### config.mk
export PLATFORM = sky130hd
export DESIGN_NAME = entropy_collector
export DESIGN_NICKNAME = d
export VERILOG_FILES = /design/src/rtl/entcol_pkg.sv /design/src/rtl/entcol_ctrl.sv /design/src/rtl/entcol_data.sv /design/src/rtl/entropy_collector.sv
export SDC_FILE = /design/constraint.sdc
export NUM_CORES = 1
export LEC_CHECK = 0
export ABC_CLOCK_PERIOD_IN_PS = 4200
export BUFFER_PORTS_ARGS = -buffer_cell sky130_fd_sc_hd__buf_2
export CAP_MARGIN = 40
export CORE_AREA = 2 2 270 272
export CTS_CLUSTER_SIZE = 14
export DETAILED_ROUTE_END_ITERATION = 8
export DIE_AREA = 0 0 272 274
export HOLD_SLACK_MARGIN = 0.1
export PLACE_DENSITY = 0.63
export SLEW_MARGIN = 20
export SYNTH_ARGS = -nofsm -noshare
export SYNTH_HDL_FRONTEND = slang
export SYNTH_SLANG_ARGS = --single-unit
### constraint.sdc
create_clock -name clk -period 4.2 [get_ports clk]
set_input_delay 0.42 -clock clk [delete_from_list [all_inputs] [get_ports clk]]
set_output_delay 0.42 -clock clk [all_outputs]
set_load 0.05 [all_outputs]
### src/rtl/entcol_pkg.sv
package entcol_pkg;
  localparam int ADDR_W = 12;
  localparam logic [ADDR_W-1:0] OFF_WIPE = 12'h004;
  localparam logic [ADDR_W-1:0] OFF_CTRL = 12'h400;
  localparam logic [ADDR_W-1:0] OFF_PERIOD = 12'h404;
  localparam logic [ADDR_W-1:0] OFF_DATA = 12'h410;

  // strobes from control to datapath
  typedef struct packed {
    logic wipe;      // soft clear of everything
    logic clearAsm;  // new run begins
    logic sample;    // take one entropy bit
    logic commit;    // last bit of run: publish
  } colStrobe_t;
endpackage

### src/rtl/entcol_ctrl.sv
module entcol_ctrl
  import entcol_pkg::*;
#(
  parameter int SAMPLE_W = 32,
  parameter int UNIT_BITS = 64,
  parameter int IDX_W = 8
) (
  input  logic                clk,
  input  logic                rstN,
  input  logic                ctrlWr,
  input  logic                periodWr,
  input  logic                wipeWr,
  input  logic [31:0]         wrData,
  output colStrobe_t          stb,
  output logic [IDX_W-1:0]    bitIdx,
  output logic [5:0]          ctrlBits,
  output logic [SAMPLE_W-1:0] periodVal
);
  logic startQ, enableQ;
  logic [1:0] speedQ, lenQ;
  logic [SAMPLE_W-1:0] periodQ, cntQ, limit;
  logic [IDX_W-1:0] idxQ, lastIdx;
  logic [15:0] mask, val;
  logic running, tick, startSet, stopHit, sampleHit, lastHit;

  assign mask = wrData[31:16];
  assign val = wrData[15:0];
  assign limit = (periodQ == '0) ? '0 : periodQ - 1'b1;
  assign tick = (cntQ >= limit);
  assign lastIdx = IDX_W'((int'(lenQ) + 1) * UNIT_BITS - 1);
  assign running = startQ && enableQ;
  assign startSet = ctrlWr && mask[0] && val[0] && !startQ && !wipeWr;
  assign stopHit = ctrlWr && mask[0] && !val[0] && startQ && !wipeWr;
  assign sampleHit = running && tick && !stopHit && !wipeWr;
  assign lastHit = sampleHit && (idxQ >= lastIdx);

  assign stb.wipe = wipeWr;
  assign stb.clearAsm = startSet;
  assign stb.sample = sampleHit;
  assign stb.commit = lastHit;
  assign bitIdx = idxQ;
  assign ctrlBits = {lenQ, speedQ, enableQ, startQ};
  assign periodVal = periodQ;

  always_ff @(posedge clk or negedge rstN) begin
    if (!rstN) begin
      startQ <= 1'b0;
      enableQ <= 1'b0;
      speedQ <= '0;
      lenQ <= '0;
      periodQ <= '0;
      cntQ <= '0;
      idxQ <= '0;
    end else if (wipeWr) begin
      startQ <= 1'b0;
      enableQ <= 1'b0;
      speedQ <= '0;
      lenQ <= '0;
      cntQ <= '0;
      idxQ <= '0;
    end else begin
      if (periodWr) periodQ <= wrData[SAMPLE_W-1:0];
      if (ctrlWr) begin
        if (mask[0]) startQ <= val[0];
        if (mask[1]) enableQ <= val[1];
        if (mask[2]) speedQ[0] <= val[2];
        if (mask[3]) speedQ[1] <= val[3];
        if (mask[4]) lenQ[0] <= val[4];
        if (mask[5]) lenQ[1] <= val[5];
      end
      if (lastHit) startQ <= 1'b0;
      if (startSet || stopHit) begin
        cntQ <= '0;
        idxQ <= '0;
      end else if (sampleHit) begin
        cntQ <= '0;
        idxQ <= lastHit ? '0 : idxQ + 1'b1;
      end else if (running) begin
        cntQ <= cntQ + 1'b1;
      end
    end
  end


  start_fall_chk: assert property (@(posedge clk) disable iff (!rstN)
    $fell(startQ) |-> $past(stb.commit || stopHit || wipeWr));


  stall_hold_chk: assert property (@(posedge clk) disable iff (!rstN)
    (startQ && !enableQ && !ctrlWr && !wipeWr) |=> $stable(idxQ));
endmodule

### src/rtl/entcol_data.sv
module entcol_data
  import entcol_pkg::*;
#(
  parameter int WORDS = 8,
  parameter int WORD_W = 32,
  parameter int IDX_W = 8
) (
  input  logic                     clk,
  input  logic                     rstN,
  input  colStrobe_t               stb,
  input  logic [IDX_W-1:0]         bitIdx,
  input  logic                     entBit,
  input  logic [$clog2(WORDS)-1:0] rdSel,
  output logic [WORD_W-1:0]        rdWord
);
  localparam int TOTAL = WORDS * WORD_W;

  logic [TOTAL-1:0] asmQ, asmNext, visQ;
  logic [WORD_W-1:0] words [WORDS];

  always_comb begin
    asmNext = asmQ;
    if (stb.sample) asmNext[bitIdx] = entBit;
  end

  always_ff @(posedge clk or negedge rstN) begin
    if (!rstN) begin
      asmQ <= '0;
      visQ <= '0;
    end else if (stb.wipe) begin
      asmQ <= '0;
      visQ <= '0;
    end else begin
      if (stb.clearAsm) asmQ <= '0;
      else if (stb.sample) asmQ <= asmNext;
      if (stb.commit) visQ <= asmNext;
    end
  end

  for (genvar g = 0; g < WORDS; g++) begin : gWord
    assign words[g] = visQ[g*WORD_W +: WORD_W];
  end

  assign rdWord = words[rdSel];


  strobe_excl_chk: assert property (@(posedge clk) disable iff (!rstN)
    $onehot0({stb.wipe, stb.clearAsm, stb.sample}));


  commit_in_sample_chk: assert property (@(posedge clk) disable iff (!rstN)
    stb.commit |-> stb.sample);


  vis_hold_chk: assert property (@(posedge clk) disable iff (!rstN)
    (!stb.commit && !stb.wipe) |=> $stable(visQ));
endmodule

### src/rtl/entropy_collector.sv
module entropy_collector
  import entcol_pkg::*;
#(
  parameter int SAMPLE_W = 32,
  parameter int WORDS = 8,
  parameter int UNIT_BITS = 64
) (
  input  logic              clk,
  input  logic              rstN,
  input  logic              busWr,
  input  logic              busRd,
  input  logic [11:0]       busAddr,
  input  logic [31:0]       busWdata,
  output logic [31:0]       busRdata,
  input  logic              entropyBit,
  output logic [1:0]        oscSpeed
);
  localparam int WORD_W = 32;
  localparam int IDX_W = $clog2(WORDS * WORD_W);
  localparam int SEL_W = $clog2(WORDS);
  localparam logic [ADDR_W-1:0] DATA_END = OFF_DATA + ADDR_W'(WORDS * 4);

  colStrobe_t stb;
  logic [IDX_W-1:0] bitIdx;
  logic [5:0] ctrlBits;
  logic [SAMPLE_W-1:0] periodVal;
  logic [WORD_W-1:0] dataWord;
  logic [ADDR_W-1:0] dataOff;
  logic [SEL_W-1:0] rdSel;
  logic isData, ctrlWr, periodWr, wipeWr;
  logic [31:0] rdMux, rdQ;

  assign ctrlWr = busWr && (busAddr == OFF_CTRL);
  assign periodWr = busWr && (busAddr == OFF_PERIOD);
  assign wipeWr = busWr && (busAddr == OFF_WIPE) && busWdata[0];
  assign isData = (busAddr >= OFF_DATA) && (busAddr < DATA_END) && (busAddr[1:0] == 2'b00);
  assign dataOff = busAddr - OFF_DATA;
  assign rdSel = dataOff[SEL_W+1:2];

  entcol_ctrl #(.SAMPLE_W(SAMPLE_W), .UNIT_BITS(UNIT_BITS), .IDX_W(IDX_W)) uCtrl (
    .clk(clk), .rstN(rstN), .ctrlWr(ctrlWr), .periodWr(periodWr), .wipeWr(wipeWr),
    .wrData(busWdata), .stb(stb), .bitIdx(bitIdx), .ctrlBits(ctrlBits), .periodVal(periodVal)
  );

  entcol_data #(.WORDS(WORDS), .WORD_W(WORD_W), .IDX_W(IDX_W)) uData (
    .clk(clk), .rstN(rstN), .stb(stb), .bitIdx(bitIdx), .entBit(entropyBit),
    .rdSel(rdSel), .rdWord(dataWord)
  );

  always_comb begin
    rdMux = '0;
    if (busAddr == OFF_CTRL) rdMux = {26'd0, ctrlBits};
    else if (busAddr == OFF_PERIOD) rdMux = 32'(periodVal);
    else if (isData) rdMux = dataWord;
  end

  always_ff @(posedge clk or negedge rstN) begin
    if (!rstN) rdQ <= '0;
    else if (busRd) rdQ <= rdMux;
  end

  assign busRdata = rdQ;
  assign oscSpeed = ctrlBits[3:2];


  wipe_read_zero_chk: assert property (@(posedge clk) disable iff (!rstN)
    (busRd && busAddr == OFF_WIPE) |=> (busRdata == 32'd0));
endmodule

==> results of run 1 <==
-- synthesized netlist by cell type, types with 17 or more instances --
cell      count  area [um^2]
dfrtp_1     622        15560
nor2_1      571         2143
nand3_1     277         1386
o21ai_0     240         1201
nand2_1     230        863.3
clkbuf_1    194        728.2
a211oi_1    187         1404
mux2i_1     170         1702
a21oi_1     166        830.8
buf_2        94        470.5
nor3_1       66        330.3
mux4_2       64         1441
o31ai_1      64        480.5
ha_1         41        513.0
mux2_2       35        394.1
xor2_1       35        306.5
a221o_1      26        260.3
xnor2_1      25        219.0
o311a_1      24        240.2
nand4_1      22        137.6
and2_1       18        112.6
inv_1        17        63.81
-- layout make-up --
class,instances,area (um^2)
Inverter,18,72.57
Antenna cell,1,2.502
Fill cell,5920,30720
Tap cell,959,1200
Timing Repair Buffer,435,5368
Clock buffer,108,2100
Clock inverter,18,146.4
Multi-Input combinational cell,2392,16790
Sequential cell,622,15560
-- repair_timing --
| action | in CTS | in global routing |
|---|---|---|
| hold buffers | 30 | 0 |
| gates resized for setup | 162 | 344 |
| pin swaps | 112 | 102 |
| endpoints found under the hold margin | 118 | 0 |
| buffers inserted | 43 | 41 |
| setup endpoints to repair | 549 | 553 |
| gates cloned | 27 | 36 |
-- worst max-delay path: cells and delay by family (launching register included) --
kind / cells / cell delay, ns
compound gates: 4 / 0.75
xor+xnor: 1 / 0.13
fa+ha+maj: 1 / 0.30
buf+inv: 7 / 1.10
flops: 1 / 0.38
simple gates: 9 / 1.73
-- registers in the layout, summed over array words and instances (netlist names), 2 cells and up --
| signal | flops |
|---|---|
| uCtrl.bitIdx | 8 |
| uCtrl.lenQ | 2 |
| busRdata | 32 |
| uData.visQ | 256 |
| uData.asmQ | 256 |
| uCtrl.cntQ | 32 |
| uCtrl.periodVal | 32 |
| uCtrl.speedQ | 2 |
-- power by group through the flow --
stage               clock network [mW]  logic, mW  registers, mW
finish                            6.12      0.501           6.03
global route                      6.41      0.540           6.03
CTS                               6.16      0.503           6.03
detailed placement                   0      0.476           6.14
global placement                     0      0.476           6.14
floorplan                            0      0.146           6.20
-- stage by stage --
stage | TNS, ns | setup slack (ns) | hold WS (ns) | power, mW | utilization [%]
after floorplan | 0 | 0.06487 | 0.1244 | 6.346 | -
after global placement | -86.12 | -0.3763 | 0.4528 | 6.613 | 47.59
after detailed placement | -101.36 | -0.3961 | 0.4595 | 6.614 | 47.73
after CTS | -40.56 | -0.1825 | 0.1089 | 12.69 | 53.81
after global routing | -178.85 | -0.4801 | 0.1401 | 12.98 | 57.31
final | -82.51 | -0.2952 | 0.1360 | 12.65 | 57.31
-- per-layer routing --
metal,vias up,track usage (%)
met4,2,10.57
li1,12393,-
met2,1284,43.47
met1,14103,37.64
met3,274,4.466
met5,-,0
-- how the worst min path moves through the flow --
stage	start	to	slack, ns
floorplan	rstN	busRdata[0]	0.12
global placement	uData.asmQ[198]	uData.asmQ[198]	0.45
detailed placement	uData.asmQ[198]	uData.asmQ[198]	0.46
CTS	busRd	busRdata[15]	0.11
global route	busWdata[20]	uCtrl.periodVal[20]	0.14
finish	busWdata[20]	uCtrl.lenQ[0]	0.14
-- logic make-up after synthesis --
group | Yosys count | synth area share [%]
simple gates | 1256 | 17.29
mux | 269 | 11.08
flops | 622 | 48.77
xor+xnor | 60 | 1.647
buf+inv | 327 | 4.309
fa+ha+maj | 41 | 1.607
compound gates | 766 | 15.29
==> summary.md, run 1 <==
| Metric | Value |
|---|---|
| Combinational power share | 4.0% |
| Total Wirelength | 110.7 mm |
| Pwr dens | 306.6 nW/um^2 |
| Post-synth top flop | dfrtp_1 |
| Seq/Total Area, Yosys | 48.77% |
| Worst-Margin Slew | 1.060 ns |
| Maxcap violations | 0 |
| Vias in the first global route | 26,219 |
| R2R Setup Slk | -0.30 ns |
| Post-synthesis instance total | 3,341 |
| Final Net Count | 3,629 |
| Critical path type | reg2reg |
| Worst-Skew Late Latency | 0.63 ns |
| Clk root buf | clkbuf_16 |
| Final non-filler cell total | 4,553 |
| Met3 routed WL | 8.748 mm |
| Startpoint Class | register |
| Synth Register Bits | 622 |
| Tot GR Track Use | 27.34% |
| Crit-path cells | or4_4, nor4_4, buf_4, and2_4, nand2_4, buf_6, nor2_4, xor2_1, nand2_1, ha_1, nand4_1, nor4_2, buf_4, o2111ai_2, a21oi_2, buf_4, o21a_4, buf_6, buf_12, buf_16, nor2_1, a211oi_2 |
| Routed len/inst | 24.31 um |
| # H-tree levels | 3 |
| GRT overflow | 0 |
| Worst EP required | 4.72 ns |
| Reg clk slew, reported paths | 0.06 ns |
| Most frequent cells in the layout | dfrtp_1 (622), nor2_1 (486), nand3_1 (252) |
| VDD IR max | 0.2795 mV |
| Die Y | 274 um |
| Post-synth cell types | 64 |
| Max clock buf depth | 3 |
| FF-to-FF Start | uCtrl.periodVal[8] |
| Crit share post-route | 107.0% |
| Crit-path most repeated cell | buf_4 |
| Syn_nets | 3,431 |
| DP Wirelength | 62.10 mm |
| Commonest non-fill, non-tap cell in the layout | dfrtp_1 |
| Clk_skew | 0.03173 ns |
| Port Buffers | 82 |
| Status | complete, but fails checks |
| Clock Power Share | 48.4% |
| CP peak stage delay | 0.56 ns |
| Vias | 28,056 |
| First-pass detailed-route iteration total | 6 |
| Std cell rows | 99 |
| Leak | 17.48 nW |
| Sequential Power Share | 47.7% |
| Clock tree sinks | 622 |
| Initial Utilization | 44.34% |
| Final min period | 4.495 ns |
| CP max-delay cell | or4_4 |
| R2r worst-path depth | 22 |
| Max-slew headroom | 29.36% |
| WP data arrival | 5.01 ns |
| Sw Share | 23.58% |
| Final instance area | 41,250 um^2 |
| Mapped cell area | 31,910 um^2 |
| Final WS setup | -0.2952 ns |
| DP Area | 34,350 um^2 |
| Die footprint | 74,530 um^2 |
| Number of DRC markers in iteration 0 | 2,873 |
| Placed cells | 4,255 |
| Max FO, Critical Path | 16 |
| DRC | 0 |
| Boundary Pins | 83 |
| Antenna violations before repair | 2 |
| Post-synth EDFFs | 0 |
| Worst hold path class | in2reg |
| Core box area | 71,970 um^2 |
| RSZ-0062 raised after global routing | yes |
| Worst Setup SP | uCtrl.periodVal[8] |
| Hold path cells | 3 |
| CP endpoint kind | register |
| RePlAce Congestion | 0.9353 |
| Failing checks | setup timing |
| First-pass GRT wire length | 158.8 mm |
| Slew Viols, Final | 0 |
| Crit Reg-Reg Endpoint | uData.visQ[119] |
| Syn-to-layout area delta | 29.25% |
| Async set-reset flop share out of synthesis | 100.0% |
| WL met2 | 51.66 mm |
| Via density | 6.162 |
| M1 wire length | 45.75 mm |
| CTS tree | built |
| CP Capture Point | uData.visQ[119] |
| Final setup violation count | 545 |
| Warnings, synthesis | 0 |
| CTS Buf Count | 70 |
| Die W | 272 um |
| Sw power | 2.982 mW |
| Share of cells above drive strength 1 | 26.19% |
| Avg Inst Size Synth | 9.552 um^2 |
| Largest net degree at the start of global routing | 127 |
| Final hold vios | 0 |
| Achievable Freq | 222.5 MHz |
| DR top layer | met5 |
| Internal power component | 9.664 mW |
| Antenna viol nets, final | 0 |
No activity file was read; power rests on OpenSTA's default activity.
==> inputs of run 2 (changes only) <==
--- a/config.mk
+++ b/config.mk
@@ -8,12 +8,14 @@
 export ABC_CLOCK_PERIOD_IN_PS = 4200
 export BUFFER_PORTS_ARGS = -buffer_cell sky130_fd_sc_hd__buf_2
 export CAP_MARGIN = 40
-export CORE_AREA = 2 2 270 272
+export CELL_PAD_IN_SITES_DETAIL_PLACEMENT = 2
+export CELL_PAD_IN_SITES_GLOBAL_PLACEMENT = 2
+export CORE_AREA = 2 2 297 299
 export CTS_CLUSTER_SIZE = 14
 export DETAILED_ROUTE_END_ITERATION = 8
-export DIE_AREA = 0 0 272 274
+export DIE_AREA = 0 0 299 301
 export HOLD_SLACK_MARGIN = 0.1
-export PLACE_DENSITY = 0.63
+export PLACE_DENSITY = 0.77
 export SLEW_MARGIN = 20
 export SYNTH_ARGS = -nofsm -noshare
 export SYNTH_HDL_FRONTEND = slang
==> run 2 against run 1 <==
The flow finishes with violations (slew limit, setup timing). Maximum frequency decreased by 16%. Critical path depth did not move. Non-clock buffer count up 13. Clock power increased by 8.3%. Worst hold slack got worse by 0.011 ns. Largest cell class unchanged. Largest power group unchanged. Highest routed layer unchanged.
==> summary.md, run 2 (same netlist as run 1, synthesis figures left out) <==
| Metric | Value |
|---|---|
| DRC | 0 (unchanged) |
| Clk root buf | clkbuf_16 |
| Final setup violation count | 553 (+1.5%) |
| Final non-filler cell total | 4,770 (+4.8%) |
| Final Net Count | 3,647 (+0.50%) |
| Largest net degree at the start of global routing | 156 (+23%) |
| Regs by FF count | uData.asmQ x256, uData.visQ x256 |
| Std cell rows | 108 (+9.1%) |
| Commonest non-fill, non-tap cell in the layout | dfrtp_1 |
| Max FO, Critical Path | 52 (+36) |
| CP endpoint kind | register |
| Failing checks | slew limit, setup timing |
| Initial Utilization | 36.90% (-7.4 points) |
| DP Area | 34,560 um^2 (+0.60%) |
| Placed cells | 4,462 (+4.9%) |
| Routed len/inst | 36.98 um (+52%) |
| Reg clk slew, reported paths | 0.06 ns (about the same) |
| CTS tree | built |
| Most frequent cells in the layout | dfrtp_1 (622), nor2_1 (532), nand2_1 (221) |
| Worst-Skew Late Latency | 0.68 ns (+0.05 ns) |
| Antenna violations before repair | 5 (+3) |
| Die Y | 301 um (+9.9%) |
| R2R Setup Slk | -1.16 ns (-0.87 ns) |
| CTS Buf Count | 73 (+4.3%) |
| WP data arrival | 5.82 ns (+0.81 ns) |
| RSZ-0062 raised after global routing | yes |
| Core box area | 86,480 um^2 (+20%) |
| Total Wirelength | 176.4 mm (+59%) |
| Worst EP required | 4.66 ns (-0.06 ns) |
| First-pass GRT wire length | 204.5 mm (+29%) |
| Syn-to-layout area delta | 31.68% |
| Tot GR Track Use | 29.42% (+2.1 points) |
| Achievable Freq | 186.5 MHz (-16%) |
| Worst-Margin Slew | 1.651 ns (+0.5917 ns) |
| Die footprint | 90,000 um^2 (+21%) |
| Final WS setup | -1.162 ns (-0.8673 ns) |
| Slew Viols, Final | 93 (+93) |
| Final Power | 13.22 mW (+4.5%) |
| Antenna viol nets, final | 0 (unchanged) |
| Max-slew headroom | -10.08% (-39 points) |
| Via density | 6.742 (+9.4%) |
| Number of DRC markers in iteration 0 | 3,113 (+8.4%) |
| Fillers | 8,477 (+43%) |
| Critical path type | reg2reg |
| Pwr dens | 314.6 nW/um^2 (+2.6%) |
| Crit share post-route | 127.7% (+21 points) |
| Die W | 299 um (+9.9%) |
| Share of cells above drive strength 1 | 27.64% (+1.5 points) |
| First-pass detailed-route iteration total | 6 (unchanged) |
| # H-tree levels | 3 (unchanged) |
| Maxcap violations | 0 (unchanged) |
| Final Util | 48.59% (-8.7 points) |
| Max clock buf depth | 3 (unchanged) |
| GRT overflow | 0 (unchanged) |
| Boundary Pins | 83 (unchanged) |
| Startpoint Class | register |
| VDD IR max | 0.3061 mV (+9.5%) |
| Leak | 17.48 nW (about the same) |
| Vias in the first global route | 32,111 (+22%) |
| Final instance area | 42,020 um^2 (+1.9%) |
| RePlAce Congestion | 0.8682 (-7.2%) |
| Clk_skew | 0.05346 ns (+0.02173 ns) |
| Port Buffers | 82 (unchanged) |
| Vias | 32,158 (+15%) |
| Clock tree sinks | 622 (unchanged) |
| Status | complete, but fails checks |
| Tightest hold margin | 0.1254 ns (-0.01062 ns) |
| Worst hold path class | in2reg |
| DP Wirelength | 80.56 mm (+30%) |
| Final hold vios | 0 (unchanged) |
| Final min period | 5.362 ns (+0.8673 ns) |
-- run 2: cell types whose count changed in the layout (fill, tap and decap cells not counted), sizes merged, moves of 2 or more --
cell    change
clkinv      +6
clkbuf     +14
nor2        +2
buf         -2
-- run 2: timing repair --
action / 4_1_cts / 5_1_grt
setup endpoints to repair: 553 / 553
pin swaps: 79 / 82
endpoints found under the hold margin: 106 / 0
cloned: 12 / 60
setup buffers: 26 / 44
gates resized for setup: 149 / 491
hold buffers: 30 / 0
-- run 2: cell type report --
class	count	area [um^2]	area share, %
clock buffer	108	2138	5.089
inverter	18	72.57	0.1727
timing repair buffer	448	5320	12.66
antenna	1	2.502	0.005955
sequential	622	15560	37.04
tap	1155	1445	3.439
clock inverter	24	188.9	0.4496
multi-input combinational	2394	17290	41.14
-- run 2: worst max-delay path, cell delays in order (launching register included) --
cell	delay [ns]
dfrtp_1	0.42
inv_2	0.10
buf_6	0.10
ha_4	0.15
or3b_4	0.41
nor2_4	0.16
and2_4	0.18
buf_4	0.13
nor2b_1	0.22
xor2_1	0.28
nand2_1	0.15
ha_1	0.30
nand4_1	0.20
nor4_2	0.46
buf_4	0.20
o2111ai_2	0.13
a21oi_1	0.19
buf_4	0.17
buf_6	0.11
nor2_4	0.06
buf_4	0.14
buf_6	0.21
o21ai_0	0.71
-- run 2: path summary, 6_finish.rpt --
check | startpoint | endpoint | cells after the start
max | uCtrl.periodVal[1] | uData.asmQ[187] | 22
min in group asynchronous | rstN | uCtrl.periodVal[18] | 2
min reg2reg | uData.asmQ[152] | uData.asmQ[152] | 1
min | busWdata[21] | uCtrl.lenQ[1] | 3
max in group asynchronous | rstN | busRdata[19] | 3
max reg2reg | uCtrl.periodVal[1] | uData.asmQ[187] | 22
-- run 2: routing by layer --
layer,vias to the layer above,wire length [um],GRT usage (%)
li1,12422,-,-
met1,16874,63410,37.50
met2,2027,84150,50.23
met3,829,14910,3.810
met4,6,13770,12.74
met5,-,164,0
-- run 2: stage by stage --
| step | setup WS (ns) | setup TNS (ns) |
|---|---|---|
| after global placement | -0.5202 | -164.01 |
| after floorplan | 0.06487 | 0 |
| final | -1.162 | -414.30 |
| after global routing | -1.200 | -426.47 |
| after detailed placement | -0.7424 | -273.29 |
| after CTS | -0.3129 | -103.09 |
-- run 2: where the power goes --
group | total [mW] | internal, mW | switching (mW)
Clock | 6.63 | 3.61 | 3.02
Combinational | 0.561 | 0.140 | 0.421
Sequential | 6.03 | 6.01 | 0.0196
Total | 13.2 | 9.76 | 3.46
